`config.mk`:
```
export PLATFORM = sky130hd
export DESIGN_NAME = can_rx_slot
export DESIGN_NICKNAME = d
export VERILOG_FILES = /design/src/rtl/can_rx_pkg.sv /design/src/rtl/can_rx_accept.sv /design/src/rtl/can_rx_lock.sv /design/src/rtl/can_rx_capture.sv /design/src/rtl/can_rx_slot.sv
export SDC_FILE = /design/constraint.sdc
export NUM_CORES = 1
export LEC_CHECK = 0
export CAP_MARGIN = 25
export CORE_UTILIZATION = 35
export DETAILED_ROUTE_END_ITERATION = 7
export PLACE_DENSITY = 0.78
export REMOVE_ABC_BUFFERS = 1
export SYNTH_ARGS = -nofsm -noshare
export SYNTH_HDL_FRONTEND = slang
export SYNTH_HIERARCHICAL = 1
export SYNTH_SLANG_ARGS = --single-unit
```
`constraint.sdc`:
```
create_clock -name clk -period 1.5 [get_ports clk]
set_input_delay 0.15 -clock clk [delete_from_list [all_inputs] [get_ports clk]]
set_output_delay 0.15 -clock clk [all_outputs]
set_load 0.01 [all_outputs]
```
`src/rtl/can_rx_pkg.sv`:
```
package can_rx_pkg;

  typedef enum logic [1:0] {
    RXM_FILTER = 2'b00,
    RXM_STD    = 2'b01,
    RXM_EXT    = 2'b10,
    RXM_ANY    = 2'b11
  } rx_mode_e;

  // Maps the software mode pins onto the rule actually applied.
  function automatic rx_mode_e effective_mode(input logic [1:0] mode, input logic enh);
    if (enh) return mode[1] ? RXM_ANY : RXM_FILTER;
    return rx_mode_e'(mode);
  endfunction

endpackage

```
`src/rtl/can_rx_accept.sv`:
```
module can_rx_accept
  import can_rx_pkg::*;
#(
  parameter int FILT_W = 5
) (
  input  logic              clk,
  input  logic              rst_n,
  input  logic              fr_valid,
  input  logic              fr_ext,
  input  logic              fr_err,
  input  logic [FILT_W-1:0] fr_hit,
  input  logic [(1<<FILT_W)-1:0] filt_ext,
  input  logic [1:0]        rx_mode,
  input  logic              enh_mode,
  output logic              take
);
  localparam int NUM_FILT = 1 << FILT_W;

  rx_mode_e eff;
  logic     filt_is_ext;
  logic     ok;

  assign eff         = effective_mode(rx_mode, enh_mode);
  assign filt_is_ext = filt_ext[fr_hit];

  always_comb begin
    unique case (eff)
      RXM_ANY:    ok = 1'b1;
      RXM_EXT:    ok = !fr_err && fr_ext && filt_is_ext;
      RXM_STD:    ok = !fr_err && !fr_ext && !filt_is_ext;
      default:    ok = !fr_err && (fr_ext == filt_is_ext);
    endcase
  end

  assign take = fr_valid && ok;

  // an error frame only passes in an accept-all setting
  a_r5_err_only_in_any: assert property (@(posedge clk) disable iff (!rst_n)
    (take && fr_err) |-> (enh_mode ? rx_mode[1] : (rx_mode == 2'b11)));

  // standard-only and extended-only never pass the other type
  a_r3_ext_only: assert property (@(posedge clk) disable iff (!rst_n)
    (take && !enh_mode && rx_mode == 2'b10) |-> fr_ext);
  a_r4_std_only: assert property (@(posedge clk) disable iff (!rst_n)
    (take && !enh_mode && rx_mode == 2'b01) |-> !fr_ext);

  initial begin
    if (NUM_FILT != (1 << FILT_W)) $error("filter count mismatch");
  end

endmodule

```
`src/rtl/can_rx_lock.sv`:
```
module can_rx_lock (
  input  logic clk,
  input  logic rst_n,
  input  logic take,
  input  logic clr_full,
  input  logic clr_irq,
  output logic load,
  output logic full,
  output logic irq
);
  // Release beats an arriving frame; the frame is then lost.
  assign load = take && !full && !clr_full;

  always_ff @(posedge clk or negedge rst_n) begin
    if (!rst_n) begin
      full <= 1'b0;
    end else if (load) begin
      full <= 1'b1;
    end else if (clr_full) begin
      full <= 1'b0;
    end
  end

  always_ff @(posedge clk or negedge rst_n) begin
    if (!rst_n) begin
      irq <= 1'b0;
    end else if (load) begin
      irq <= 1'b1;
    end else if (clr_irq) begin
      irq <= 1'b0;
    end else if (full && !irq && !clr_full) begin
      irq <= 1'b1;
    end
  end

  // a load locks the slot and raises the interrupt
  a_r7_load_sets_flags: assert property (@(posedge clk) disable iff (!rst_n)
    load |=> (full && irq));

  // a release always empties the slot
  a_r9_clear_wins: assert property (@(posedge clk) disable iff (!rst_n)
    clr_full |=> !full);

  // the slot stays locked without a release
  a_r8_stay_full: assert property (@(posedge clk) disable iff (!rst_n)
    (full && !clr_full) |=> full);

  // an acknowledged interrupt returns while the slot is still locked
  a_r10_irq_rearm: assert property (@(posedge clk) disable iff (!rst_n)
    (full && !irq && !clr_full && !clr_irq) |=> irq);
  a_r10_irq_ack: assert property (@(posedge clk) disable iff (!rst_n)
    (clr_irq && !take) |=> !irq);

endmodule

```
`src/rtl/can_rx_capture.sv`:
```
module can_rx_capture #(
  parameter int FILT_W     = 5,
  parameter int ID_W       = 29,
  parameter int DLC_W      = 4,
  parameter int DATA_BYTES = 8
) (
  input  logic                    clk,
  input  logic                    rst_n,
  input  logic                    load,
  input  logic                    slot_full,
  input  logic                    enh_mode,
  input  logic                    fr_rtr,
  input  logic                    fr_ext,
  input  logic [FILT_W-1:0]       fr_hit,
  input  logic [ID_W-1:0]         fr_id,
  input  logic [DLC_W-1:0]        fr_dlc,
  input  logic [DATA_BYTES*8-1:0] fr_data,
  output logic                    st_rtr,
  output logic                    st_ext,
  output logic [FILT_W-1:0]       st_hit,
  output logic [ID_W-1:0]         st_id,
  output logic [DLC_W-1:0]        st_dlc,
  output logic [DATA_BYTES*8-1:0] st_data
);
  localparam int DATA_W = DATA_BYTES * 8;

  always_ff @(posedge clk or negedge rst_n) begin
    if (!rst_n) begin
      st_rtr <= 1'b0;
      st_ext <= 1'b0;
      st_hit <= '0;
      st_id  <= '0;
      st_dlc <= '0;
    end else if (load) begin
      st_rtr <= fr_rtr;
      st_ext <= fr_ext;
      st_hit <= enh_mode ? fr_hit : '0;
      st_id  <= fr_id;
      st_dlc <= fr_dlc;
    end
  end

  for (genvar b = 0; b < DATA_BYTES; b++) begin : g_byte
    always_ff @(posedge clk or negedge rst_n) begin
      if (!rst_n) begin
        st_data[b*8 +: 8] <= 8'h00;
      end else if (load) begin
        st_data[b*8 +: 8] <= fr_data[b*8 +: 8];
      end
    end
  end

  // nothing captured changes while the slot is locked
  a_r8_frozen: assert property (@(posedge clk) disable iff (!rst_n)
    slot_full |=> ($stable(st_id) && $stable(st_data) && $stable(st_dlc)
                   && $stable(st_rtr) && $stable(st_ext) && $stable(st_hit)));

  // the filter index is recorded only in enhanced operation
  a_r11_hit_legacy: assert property (@(posedge clk) disable iff (!rst_n)
    (load && !enh_mode) |=> (st_hit == '0));

  // payload lands in the same edge as the load
  a_r7_payload: assert property (@(posedge clk) disable iff (!rst_n)
    load |=> (st_data == $past(fr_data[DATA_W-1:0])));

endmodule

```
`src/rtl/can_rx_slot.sv`:
```
module can_rx_slot
  import can_rx_pkg::*;
#(
  parameter int FILT_W     = 5,
  parameter int ID_W       = 29,
  parameter int DLC_W      = 4,
  parameter int DATA_BYTES = 8
) (
  input  logic                        clk,
  input  logic                        rst_n,
  input  logic                        fr_valid,
  input  logic                        fr_ext,
  input  logic                        fr_rtr,
  input  logic                        fr_err,
  input  logic [FILT_W-1:0]           fr_hit,
  input  logic [ID_W-1:0]             fr_id,
  input  logic [DLC_W-1:0]            fr_dlc,
  input  logic [DATA_BYTES*8-1:0]     fr_data,
  input  logic [1:0]                  rx_mode,
  input  logic                        enh_mode,
  input  logic [(1<<FILT_W)-1:0]      filt_ext,
  input  logic                        clr_full,
  input  logic                        clr_irq,
  output logic                        full,
  output logic                        irq,
  output logic                        st_rtr,
  output logic                        st_ext,
  output logic [FILT_W-1:0]           st_hit,
  output logic [ID_W-1:0]             st_id,
  output logic [DLC_W-1:0]            st_dlc,
  output logic [DATA_BYTES*8-1:0]     st_data
);
  logic take;
  logic load;

  can_rx_accept #(.FILT_W(FILT_W)) u_accept (
    .clk      (clk),
    .rst_n    (rst_n),
    .fr_valid (fr_valid),
    .fr_ext   (fr_ext),
    .fr_err   (fr_err),
    .fr_hit   (fr_hit),
    .filt_ext (filt_ext),
    .rx_mode  (rx_mode),
    .enh_mode (enh_mode),
    .take     (take)
  );

  can_rx_lock u_lock (
    .clk      (clk),
    .rst_n    (rst_n),
    .take     (take),
    .clr_full (clr_full),
    .clr_irq  (clr_irq),
    .load     (load),
    .full     (full),
    .irq      (irq)
  );

  can_rx_capture #(
    .FILT_W     (FILT_W),
    .ID_W       (ID_W),
    .DLC_W      (DLC_W),
    .DATA_BYTES (DATA_BYTES)
  ) u_capture (
    .clk       (clk),
    .rst_n     (rst_n),
    .load      (load),
    .slot_full (full),
    .enh_mode  (enh_mode),
    .fr_rtr    (fr_rtr),
    .fr_ext    (fr_ext),
    .fr_hit    (fr_hit),
    .fr_id     (fr_id),
    .fr_dlc    (fr_dlc),
    .fr_data   (fr_data),
    .st_rtr    (st_rtr),
    .st_ext    (st_ext),
    .st_hit    (st_hit),
    .st_id     (st_id),
    .st_dlc    (st_dlc),
    .st_data   (st_data)
  );

  // a frame arriving with a release is not stored
  a_r9_drop_on_release: assert property (@(posedge clk) disable iff (!rst_n)
    (clr_full && fr_valid) |=> !full);

endmodule

```
# Yosys cells after proc, flatten, opt, wreduce, memory -nomap -nowiden
# Cells that the tools add are included.
# op_classes
n_eq_ne	4
muxes	13
order_cmp	1
n_reduce_logical	18
# ops
operator	count
$logic_and A1 B1 Y1	10
$mux W1	7
$logic_not A1 Y1	6
$lt A5 B6 Y1 const B	1
$mux W2	3
$bmux W1 S5	1
$mux W5	1
$eq A2 B2 Y1 const B	2
$pmux W1 S3	1
$reduce_bool A3 Y1	1
$eq A2 B1 Y1 const B	1
$reduce_bool A2 Y1	1
$eq A1 B1 Y1	1
# totals
in_bits	145
register_bits	106

# Depth between registers and ports, before layout
# logic_depth
word_depth	9
ltp_mapped	14
mapped_depth_nobuf	9

# Modules after synthesis
# Netlist, hierarchy kept.
# by_module_without_submodules
module	cells_per_inst	area_per_inst_um2	instances
can_rx_capture	230	3931.3	1
can_rx_accept	50	375.4	1
can_rx_lock	8	87.6	1

# Worst setup path before layout
# No wires, ideal clock.
# synth_path
path_type	in2reg
start	in fr_hit[1]
end	reg u_capture.st_data[16]
path_stages	12
required_time_ns	1.375
t_arrival_ns	2.203
slack_ns	-0.828
cell_sequence	buf_6 buf_12 mux2i_1 a22oi_1 nand3_1 nand2_1 a311oi_1 mux2i_1 nor3b_1 buf_6 clkbuf_8 mux2_2
# synth_via
elab_chain_cells	8
elab_cells_between_ends	11
classes_between	eq/ne (1); mux (3); reduce/logical (7)
# synth_rtl
item	line	source
start: declaration	can_rx_slot.sv:15	input logic [FILT_W-1:0] fr_hit,
$bmux W1 S5 (*)	can_rx_accept.sv:24	assign filt_is_ext = filt_ext[fr_hit];
$mux W1 (implied by the code) (*)	can_rx_accept.sv:24	
$eq A1 B1 Y1 / $logic_not A1 Y1 (equally long branches)	can_rx_accept.sv:31, can_rx_accept.sv:30	
$logic_and A1 B1 Y1 (on tied branches)	can_rx_accept.sv:31, can_rx_accept.sv:30	
$pmux W1 S3 (*)	can_rx_accept.sv:27	unique case (eff)
$logic_and A1 B1 Y1 (*)	can_rx_accept.sv:35	assign take = fr_valid && ok;
named net take	can_rx_slot.sv:33	logic take;
$logic_and A1 B1 Y1 (*) (2 in series)	can_rx_lock.sv:12	assign load = take && !full && !clr_full;
named net load	can_rx_slot.sv:34	logic load;
end signal: indexed assignment	can_rx_capture.sv:48	st_data[b*8 +: 8] <= fr_data[b*8 +: 8];
end: declaration	can_rx_capture.sv:23	output logic [DATA_BYTES*8-1:0] st_data
# The timed path passes the listed nets; every way through them passes the cells marked *. The select of a mux whose other input is x is not followed.
# A chain may end at the register's enable or synchronous reset.

# Worst setup path after layout
# layout_path
start	in fr_hit[1]
end	reg u_capture.st_data[61]
# Same word-level chain as after synthesis.

==> flow_results.xml <==
<?xml version="1.0" encoding="UTF-8"?>
<metrics>
  <group name="logic_synthesis">
    <metric name="yosys.area_share.xor_xnor" unit="%">0</metric>
    <metric name="synth.yosys.warnings" unit="">6</metric>
    <metric name="synth_top_family_by_area" unit="">multiplexers</metric>
    <metric name="yosysTopAreaCellShare" unit="%">60.4</metric>
    <metric name="async_flop_share" unit="%">100</metric>
    <metric name="synth_area_per_cell" unit="µm²">15.3</metric>
    <metric name="share_of_the_yosys_chip_area_belonging_to_registers" unit="%">60.4</metric>
    <metric name="ys_seq_elements" unit="">106</metric>
    <metric name="muxShareOfSynthArea" unit="%">29.5</metric>
    <metric name="synth_compound_gate_area_share" unit="%">2.56</metric>
    <metric name="netlist_instances" unit="">288</metric>
    <metric name="synth.top_cells.by_area" unit="">dfrtp_1, mux2_2, mux2i_1</metric>
    <metric name="post_synth_num_cell_types" unit="">23</metric>
    <metric name="synth_ff_type" unit="">dfrtp_1</metric>
    <metric name="synth_edf_count" unit="">0</metric>
    <metric name="synth-simple-area-share" unit="%">2.99</metric>
    <metric name="synth-adder-area-share" unit="%">0</metric>
    <metric name="synth_top_cell_by_area" unit="">dfrtp_1</metric>
    <metric name="post_synthesis_instance_area" unit="µm²">4390</metric>
  </group>
  <group name="grt">
    <metric name="busiest_layer" unit="">met2</metric>
    <metric name="grt_pass1_wl" unit="mm">19.2</metric>
    <metric name="grt_start_max_net_pins" unit="">53</metric>
    <metric name="grt_overflow_total" unit="">0</metric>
    <metric name="globalRouteMet1Util" unit="%">19.9</metric>
    <metric name="global_route.usage.met2" unit="%">36.6</metric>
    <metric name="track_usage" unit="%">19.3</metric>
    <metric name="globalRouteMet3Util" unit="%">5.88</metric>
    <metric name="grt_pass1_vias" unit="">3771</metric>
    <metric name="antenna_found_initial" unit="">0</metric>
  </group>
  <group name="critical_path">
    <metric name="worst_setup_path_category" unit="">primary input to flip-flop</metric>
    <metric name="worst_path_max_delay_cell" unit="">mux2_2</metric>
    <metric name="critPathArrivalTime" unit="ns">2.45</metric>
    <metric name="worstSetupStartpoint" unit="">fr_hit[1]</metric>
    <metric name="rr_startpoint" unit="">u_lock/full</metric>
    <metric name="worstRegToRegCells" unit="">4</metric>
    <metric name="critical_path_fanout_max" unit="">12</metric>
    <metric name="destination_of_the_worst_register_to_register_timing_path" unit="">u_capture/st_data[61]</metric>
    <metric name="crit_end" unit="">u_capture/st_data[61]</metric>
    <metric name="required" unit="ns">1.72</metric>
    <metric name="critical_path.startpoint_type" unit="">primary input</metric>
    <metric name="critical_path.cell_chain" unit="">buf_12 -&gt; buf_12 -&gt; buf_4 -&gt; mux2i_1 -&gt; nand2_1 -&gt; nand4b_1 -&gt; a21oi_2 -&gt; a311oi_2 -&gt; mux2i_1 -&gt; nor3b_4 -&gt; buf_6 -&gt; buf_8 -&gt; mux2_2</metric>
    <metric name="critical_path.endpoint_type" unit="">flip-flop</metric>
    <metric name="worst_path_largest_cell_delay" unit="ns">0.34</metric>
    <metric name="timing.reg2reg.setup_slack" unit="ns">0.05</metric>
  </group>
  <group name="timing">
    <metric name="final.min_clock_period" unit="ns">2.23</metric>
    <metric name="final.hold.worst_slack" unit="ns">0.106</metric>
    <metric name="setup_violations" unit="">106</metric>
    <metric name="max_freq" unit="MHz">448</metric>
    <metric name="final_critical_path_setup_slack" unit="ns">-0.732</metric>
    <metric name="max-slew-margin-rel" unit="%">81.2</metric>
    <metric name="layout_worst_path_cycle_share" unit="%">149</metric>
    <metric name="worstMarginPinSlew" unit="ns">0.282</metric>
    <metric name="timing.final.hold_violations" unit="">0</metric>
    <metric name="timing.final.max_slew_violations" unit="">0</metric>
    <metric name="grt_setup_unrepaired" unit="">true</metric>
    <metric name="fin_skew" unit="ns">0.00826</metric>
  </group>
  <group name="clocking">
    <metric name="ctsHtreeMaxLevel" unit="">3</metric>
    <metric name="clockBufferDepth" unit="">2</metric>
    <metric name="insertion_delay" unit="ns">0.34</metric>
    <metric name="root_buffer_cell" unit="">clkbuf_16</metric>
    <metric name="clk_pin_slew_worst_paths" unit="ns">0.07</metric>
    <metric name="tritoncts" unit="">done</metric>
    <metric name="tritoncts.num_buffers" unit="">9</metric>
    <metric name="clock_sinks" unit="">106</metric>
  </group>
  <group name="pwr">
    <metric name="p_int" unit="mW">8.81</metric>
    <metric name="static_leak" unit="nW">3.45</metric>
    <metric name="p_sw_share" unit="%">27.4</metric>
    <metric name="seq_power_share" unit="%">37.4</metric>
    <metric name="comb_power_share" unit="%">42.3</metric>
    <metric name="ir_worst_vdd" unit="V">0.000814</metric>
    <metric name="switchingPower" unit="mW">3.33</metric>
    <metric name="p_per_area" unit="nW/µm²">1520</metric>
    <metric name="power.share.clock" unit="%">20.3</metric>
  </group>
  <group name="floorplan">
    <metric name="coreArea" unit="µm²">12100</metric>
    <metric name="die_y" unit="µm">114</metric>
    <metric name="initial_core_utilization" unit="%">36.3</metric>
    <metric name="dieWidth" unit="µm">114</metric>
    <metric name="fp-row-count" unit="">40</metric>
    <metric name="num_io_pins" unit="">251</metric>
    <metric name="die-area" unit="µm²">13000</metric>
  </group>
  <group name="layout">
    <metric name="drive_gt1_share" unit="%">29.0</metric>
    <metric name="footprint_of_the_multi_input_gates" unit="µm²">1830</metric>
    <metric name="mostFrequentLayoutCells" unit="">clkdlybuf4s50_1, dfrtp_1, mux2_4</metric>
    <metric name="syn_to_final_growth" unit="%">81.1</metric>
    <metric name="ff_latch_area" unit="µm²">2650</metric>
    <metric name="antenna_cells_inserted" unit="">0</metric>
    <metric name="layout.cells.most_common" unit="">clkdlybuf4s50_1</metric>
    <metric name="layoutNonFillerInstCount" unit="">741</metric>
    <metric name="fin_nets" unit="">713</metric>
    <metric name="nFillCells" unit="">915</metric>
  </group>
  <group name="detailed_routing">
    <metric name="initialDrtViolationCount" unit="">88</metric>
    <metric name="aggregate_routed_wire_length" unit="mm">13.2</metric>
    <metric name="detailedRoute.firstPassIterationCount" unit="">4</metric>
    <metric name="route.detailed.vias_per_inst" unit="">4.66</metric>
    <metric name="post_drt_wl_per_cell" unit="µm">17.8</metric>
    <metric name="remaining_drc_errors" unit="">0</metric>
    <metric name="vias" unit="">3452</metric>
    <metric name="route.antenna.remaining_nets" unit="">0</metric>
  </group>
  <group name="place">
    <metric name="post-place-cells" unit="">712</metric>
    <metric name="detailedPlacementHpwl" unit="mm">9.34</metric>
    <metric name="place.gp.congestion" unit="">0.855</metric>
    <metric name="io_buffer_count" unit="">250</metric>
  </group>
  <group name="outcome">
    <metric name="status" unit="">finished with violations</metric>
    <metric name="violations_in_the_final_reports" unit="">setup timing</metric>
  </group>
  <group name="flow_run">
    <metric name="max_cap_violations" unit="">0</metric>
  </group>
  <group name="min_path">
    <metric name="min_path_type" unit="">primary input to flip-flop</metric>
  </group>
</metrics>
flip-flops by register name, indices dropped and copies added (netlist names):
register           count
u_capture/st_data     64
u_capture/st_id       29
u_capture/st_hit       5
u_capture/st_dlc       4
u_capture/st_ext       1
u_capture/st_rtr       1
u_lock/full            1
u_lock/irq             1
power by group through the flow:
stage               clock network (mW)  logic, mW  registers, mW
global placement                     0       4.58           4.48
global route                      2.66       5.38           4.68
floorplan                            0       1.16           5.02
finish                            2.47       5.13           4.54
CTS                               2.54       4.83           4.52
detailed placement                   0       4.66           4.55
metal layers:
metal  wire length, µm  share of wire (%)
met5                 0                  0
met3              1040                7.8
met4               261                2.0
met1              4890                 37
met2              7030                 53
per-stage QoR:
step           area (µm²)  power (mW)  util [%]  worst slack, ns  TNS (ns)
2_1_floorplan        4220        6.18         -            -8.36   -869.47
3_3_place_gp         7160        9.06      59.1            -1.50   -153.40
3_5_place_dp         7160        9.21      59.1            -1.55   -157.15
4_1_cts              7700        11.9      63.6           -0.668    -63.49
5_1_grt              7960        12.7      65.7           -0.845    -83.82
6_report             7960        12.1      65.7           -0.732    -72.12
worst min path at each step:
stage	cells past startpoint	end	slack (ns)	from
6_report	3	u_capture/st_hit[0]	0.11	fr_hit[0]
5_1_grt	3	u_capture/st_hit[0]	0.10	fr_hit[0]
4_1_cts	3	u_capture/st_hit[0]	0.12	fr_hit[0]
3_5_place_dp	1	u_capture/st_data[20]	-0.002	rst_n
3_3_place_gp	1	u_capture/st_data[7]	-0.007	rst_n
2_1_floorplan	0	u_capture/st_data[0]	-0.15	rst_n
cell usage after synthesis (3+ instances only):
library cell and number:
nor2_1 4, inv_1 7, a22oi_1 4, nand2_1 8, dfrtp_1 106, nand3_1 8
clkbuf_8 4, buf_6 9, o21ai_0 7, mux2i_1 18, a21oi_1 3, mux2_2 99
final cells by class:
type                            instances  share of cell area, %
Clock buffer                           12                   2.97
Timing Repair Buffer                  283                   36.8
Tap cell                              168                   2.64
Multi-Input combinational cell        161                   23.0
Sequential cell                       106                   33.3
Inverter                                7                  0.330
Clock inverter                          4                  0.959
timing repair:
item | CTS | global route
endpoints found under the setup margin | 107 | 106
hold endpoints to repair | 106 | 0
buffers inserted | 6 | 5
resized for setup | 78 | 68
hold buffers | 1 | 0
cloned | 5 | 2
pin swaps | 13 | 6
critical path: cells and delay by family:
family | cells | cell delay, ns
AOI/OAI and AO/OA | 2 | 0.28
buffers and inverters | 5 | 0.74
muxes | 3 | 0.80
and+or+nand+nor | 3 | 0.46
cells by family after synthesis:
family                 Yosys count
muxes                          117
DFF                            106
and+or+nand+nor                 26
buffers and inverters           21
AOI/OAI and AO/OA               18
Note: power is estimated with default switching activity, not from simulation.
